<file path="src/rtl/mw_pkg.sv">
package mw_pkg;
  typedef enum logic {
    MODE_WIDE   = 1'b0,
    MODE_NARROW = 1'b1
  } bank_mode_e;

  typedef struct packed {
    logic ram_hit;
    logic rom_hit;
  } region_t;
endpackage

</file>
<file path="src/rtl/mw_region_dec.sv">
module mw_region_dec #(
  parameter int ADDR_W   = 16,
  parameter int WIN_BITS = 13,
  parameter int RAM_IDX  = 4
) (
  input  logic [ADDR_W-1:0] addr,
  input  logic              narrow,
  output mw_pkg::region_t   region
);
  localparam int IDX_W   = ADDR_W - WIN_BITS;
  localparam int ROM_LO  = RAM_IDX + 1;
  localparam int ROM_HI  = RAM_IDX + 2;

  logic [IDX_W-1:0] idx;
  assign idx = addr[ADDR_W-1:WIN_BITS];

  always_comb begin
    region.ram_hit = (int'(idx) == RAM_IDX);
    if (narrow) region.rom_hit = (int'(idx) >= ROM_HI);
    else        region.rom_hit = (int'(idx) >= ROM_LO);
  end
endmodule

</file>
<file path="src/rtl/mw_rom_bank.sv">
module mw_rom_bank #(
  parameter int SEL_W = 2
) (
  input  logic             narrow,
  input  logic             cpu_a14,
  input  logic [SEL_W-1:0] sel,
  output logic [SEL_W-1:0] hi
);
  always_comb begin
    hi = sel;
    if (!narrow) hi[0] = cpu_a14;
  end
endmodule

</file>
<file path="src/rtl/mw_ram_bank.sv">
module mw_ram_bank #(
  parameter int PAGE_W = 2
) (
  input  logic [PAGE_W-1:0] page,
  input  logic              small_part,
  output logic [PAGE_W-1:0] hi
);
  always_comb begin
    hi = page;
    if (small_part) hi[0] = 1'b1;
  end
endmodule

</file>
<file path="src/rtl/mw_decoder_top.sv">
module mw_decoder_top #(
  parameter int ADDR_W   = 16,
  parameter int WIN_BITS = 13,
  parameter int RAM_IDX  = 4,
  parameter int SEL_W    = 2,
  parameter int PAGE_W   = 2
) (
  input  logic              clk,
  input  logic              rst,
  input  logic [ADDR_W-1:0] cpu_addr,
  input  logic              cpu_rnw,
  input  logic              bus_strobe,
  input  logic              bank_mode,
  input  logic [SEL_W-1:0]  rom_sel,
  input  logic [PAGE_W-1:0] ram_page,
  input  logic              ram_small,
  output logic              ram_ce_n,
  output logic              ram_we_n,
  output logic              rom_ce_n,
  output logic              rom_oe_n,
  output logic [SEL_W-1:0]  rom_addr_hi,
  output logic [PAGE_W-1:0] ram_addr_hi
);
  localparam int A14_BIT = WIN_BITS + 1;

  mw_pkg::region_t   region;
  logic              narrow;
  logic [SEL_W-1:0]  rom_hi_d;
  logic [PAGE_W-1:0] ram_hi_d;

  assign narrow = (mw_pkg::bank_mode_e'(bank_mode) == mw_pkg::MODE_NARROW);

  mw_region_dec #(.ADDR_W(ADDR_W), .WIN_BITS(WIN_BITS), .RAM_IDX(RAM_IDX)) rgn_i (
    .addr(cpu_addr), .narrow(narrow), .region(region));

  mw_rom_bank #(.SEL_W(SEL_W)) rom_i (
    .narrow(narrow), .cpu_a14(cpu_addr[A14_BIT]), .sel(rom_sel), .hi(rom_hi_d));

  mw_ram_bank #(.PAGE_W(PAGE_W)) ram_i (
    .page(ram_page), .small_part(ram_small), .hi(ram_hi_d));

  always_ff @(posedge clk) begin
    if (rst) begin
      ram_ce_n    <= 1'b1;
      ram_we_n    <= 1'b1;
      rom_ce_n    <= 1'b1;
      rom_oe_n    <= 1'b1;
      rom_addr_hi <= '0;
      ram_addr_hi <= '0;
    end else begin
      ram_ce_n    <= !region.ram_hit;
      ram_we_n    <= !(region.ram_hit && !cpu_rnw && bus_strobe);
      rom_ce_n    <= !region.rom_hit;
      rom_oe_n    <= !(region.rom_hit && cpu_rnw);
      rom_addr_hi <= rom_hi_d;
      ram_addr_hi <= ram_hi_d;
    end
  end

  AST_WE_WITH_CE: assert property (@(posedge clk) disable iff (rst)
    !ram_we_n |-> !ram_ce_n);
  AST_SINGLE_CE: assert property (@(posedge clk) disable iff (rst)
    !(!ram_ce_n && !rom_ce_n));
  AST_OE_ON_READ: assert property (@(posedge clk) disable iff (rst)
    !rom_oe_n |-> $past(cpu_rnw));
  AST_LOW_HALF_IDLE: assert property (@(posedge clk) disable iff (rst)
    !$past(cpu_addr[ADDR_W-1]) |-> (ram_ce_n && rom_ce_n));
  AST_SMALL_CE2: assert property (@(posedge clk) disable iff (rst)
    $past(ram_small) |-> ram_addr_hi[0]);
  AST_NARROW_NO_A000: assert property (@(posedge clk) disable iff (rst)
    ($past(bank_mode) && !$past(cpu_addr[A14_BIT])) |-> rom_ce_n);
endmodule

</file>
<file path="config.mk">
export PLATFORM = sky130hd
export DESIGN_NAME = mw_decoder_top
export DESIGN_NICKNAME = d
export VERILOG_FILES = /design/src/rtl/mw_pkg.sv /design/src/rtl/mw_region_dec.sv /design/src/rtl/mw_rom_bank.sv /design/src/rtl/mw_ram_bank.sv /design/src/rtl/mw_decoder_top.sv
export SDC_FILE = /design/constraint.sdc
export NUM_CORES = 1
export LEC_CHECK = 0
export BUFFER_PORTS_ARGS = -buffer_cell sky130_fd_sc_hd__buf_4
export CAP_MARGIN = 20
export CORE_AREA = 3 3 40 42
export CTS_BUF_LIST = sky130_fd_sc_hd__clkbuf_8
export DETAILED_ROUTE_END_ITERATION = 8
export DIE_AREA = 0 0 43 45
export PLACE_DENSITY_LB_ADDON = 0.25
export RECOVER_POWER = 100
export SYNTH_ARGS = -nofsm -noshare
export SYNTH_HDL_FRONTEND = slang
export SYNTH_SLANG_ARGS = --single-unit
</file>
<file path="constraint.sdc">
create_clock -name clk -period 2.6 [get_ports clk]
set_input_delay 0.26 -clock clk [delete_from_list [all_inputs] [get_ports clk]]
set_output_delay 0.26 -clock clk [all_outputs]
set_load 0.02 [all_outputs]
</file>
==> impl_metrics.toml <==
[run_status]
outcome = "finished clean"

[critical_path]
slowest_stage = "or4b_2"
critPathArrivalTime_ns = 1.41
critPathRequiredTime_ns = 2.70
path_class = "in -> reg"
crit_fanout = 4
crit_chain = "buf_4 -> or4b_2 -> or3b_1"
cp-start-kind = "input pin"
crit_buf_inv = 1
slowest_delay_ns = 0.68
worst_path_dominant_cell_family = "simple AND/OR/NAND/NOR gates"
cp-end-kind = "register"
cp_num_cells = 3

[run]
cap_violations = 0

[synthesis]
netlist.area_leader.share_pct = 66.3
syn_avg_cell_area_um2 = 12.1
synth_cells = 20
yosys_warnings = 0
synth_area_leaders = "dfxtp_1 (66%), nor2b_1 (10%), or4b_4 (5.7%)"
synth-seq-cells = 8
syn_nets = 46
synth_cell_types = 8
synth_top_cell_by_area = "dfxtp_1"
netlist_area_um2 = 241
synth_seq_area_share_pct = 66.3

[cts]
cts_root_buffer = "clkbuf_8"
clock_path_buffers = 2
cts-buffers-inserted = 3
cts_setup_buffers = 0
ctsHtreeMaxLevel = 1
ctsHoldBuffers = 0
cts-resized-gates = 0
clkTransAtPathRegs_ns = 0.04
cts_tree = "done"
cts_sinks = 8

[worst_hold_path]
hold-path-cell-count = 2
hold_class = "in -> reg"

[timing]
hold_viol = 0
max_slew_margin_pct = 82.9
grt_setup_unrepaired = "false"
finalMaxSlewViolations = 0
setup_violations = 0
setup_ws_ns = 1.29
tightest_slew_ns = 0.258
fin_setup_tns_ns = 0
max_freq_mhz = 764
period_share_pct = 50.3
min_period_ns = 1.31
worst_hold_slack_ns = 0.233

[die]
fp.dieH_um = 45
num_rows = 13
ioPinCount = 34
die_area_mm2 = 0.00194
fp.dieW_um = 43
start_util_pct = 18.8
fp.coreArea_mm2 = 0.00128

[pwr]
clkPwrFrac_pct = 47.0
switchingPower_mw = 0.0603
irDropWorstVdd_mv = 0.182
pwr-share-seq_pct = 42.7
powerDensity_mw_per_mm2 = 743
netSwitchingFraction_pct = 19.8
p_comb_share_pct = 10.3
p_leak_nw = 0.172
p_int_mw = 0.245
finalPower_mw = 0.305

[detailed_routing]
vias_per_cell = 3.74
postRouteAntennaNets = 0
highest_layer = "met3"
vias = 217
routed-wl-met2_um = 324
route.detailed.drc = 0
routed_wl_um = 568
routedWlPerCell_um = 9.79
first_pass_iters = 4
routed-wl-met3_um = 53
drt_iter0_drc = 4
drt-met1-wl_um = 190

[placed_design]
dpl.cell_count = 55
place.gp.congestion = 0.677
place_ws_ns = 1.22
port_buffers = 20

[finish]
fill_cells = 143
nNetsFinal = 71
layout_commonest_cell = "clkbuf_1"
layout-drive-gt1-share_pct = 32.6
area_delta_synth_final_pct = 69.9
insertedDiodeCount = 0
final_cells = 58
mostFrequentLayoutCells = "clkbuf_1 (10), dfxtp_1 (8), buf_4 (7)"

[global_route]
grt_start_max_net_pins = 7
grt_overflow = 0
track_usage_pct = 5.84
grt_pass1_vias = 202
antenna_found_initial = 0
grt_pass1_wl_um = 738
## power by group through the flow
stage	Clock [mW]	Sequential, mW	Combinational, mW
2_1_floorplan	0	0.139	0.00608
3_3_place_gp	0	0.132	0.0377
3_5_place_dp	0	0.132	0.0385
4_1_cts	0.146	0.130	0.0385
5_1_grt	0.153	0.130	0.0340
6_report	0.143	0.130	0.0314
## state kept, by name, summed over array words and instances, names as in the netlist
signal / cells
ram_addr_hi: 2
rom_ce_n: 1
ram_ce_n: 1
rom_addr_hi: 2
rom_oe_n: 1
ram_we_n: 1
## area by class of cell
type / instances / area, um2 / share of cell area [%]
Clock buffer: 3 / 41.3 / 10.1
Multi-Input combinational cell: 12 / 77.6 / 18.9
Sequential cell: 8 / 160 / 39.0
Tap cell: 15 / 18.8 / 4.57
Timing Repair Buffer: 20 / 113 / 27.4
## routing by layer
layer	GRT usage, %	vias to the layer above
met5	0	-
met4	9.04	0
met3	3.19	0
met2	8.38	11
met1	4.60	93
li1	-	113
## kinds of logic (layout without fill, tap and decap cells)
logic type             count (synthesis)  count (layout)  synth area share, %
flip-flops                             8               8                 66.3
AO/OA/AOI/OAI                          2               2                 5.18
AND/OR/NAND/NOR                        9               9                 24.3
multiplexers                           1               1                 4.15
buffers and inverters                  0              23                    0
## cells in the mapped netlist (all sizes together)
master and instances:
nor2 3, nor2b 4, or4b 1, or3b 1, o211ai 1, o21ai 1
mux2i 1, dfxtp 8
## per-stage QoR
stage	area, um2	util [%]
3_5_place_dp	410	31.9
2_1_floorplan	241	-
3_3_place_gp	410	31.9
6_report	410	31.9
5_1_grt	410	31.9
4_1_cts	452	35.2
## worst paths after layout
check,from,to
setup / recovery,cpu_addr[14],ram_we_n$_SDFF_PP1_
hold / removal,cpu_rnw,ram_we_n$_SDFF_PP1_
No activity file was read; power rests on OpenSTA's default activity.
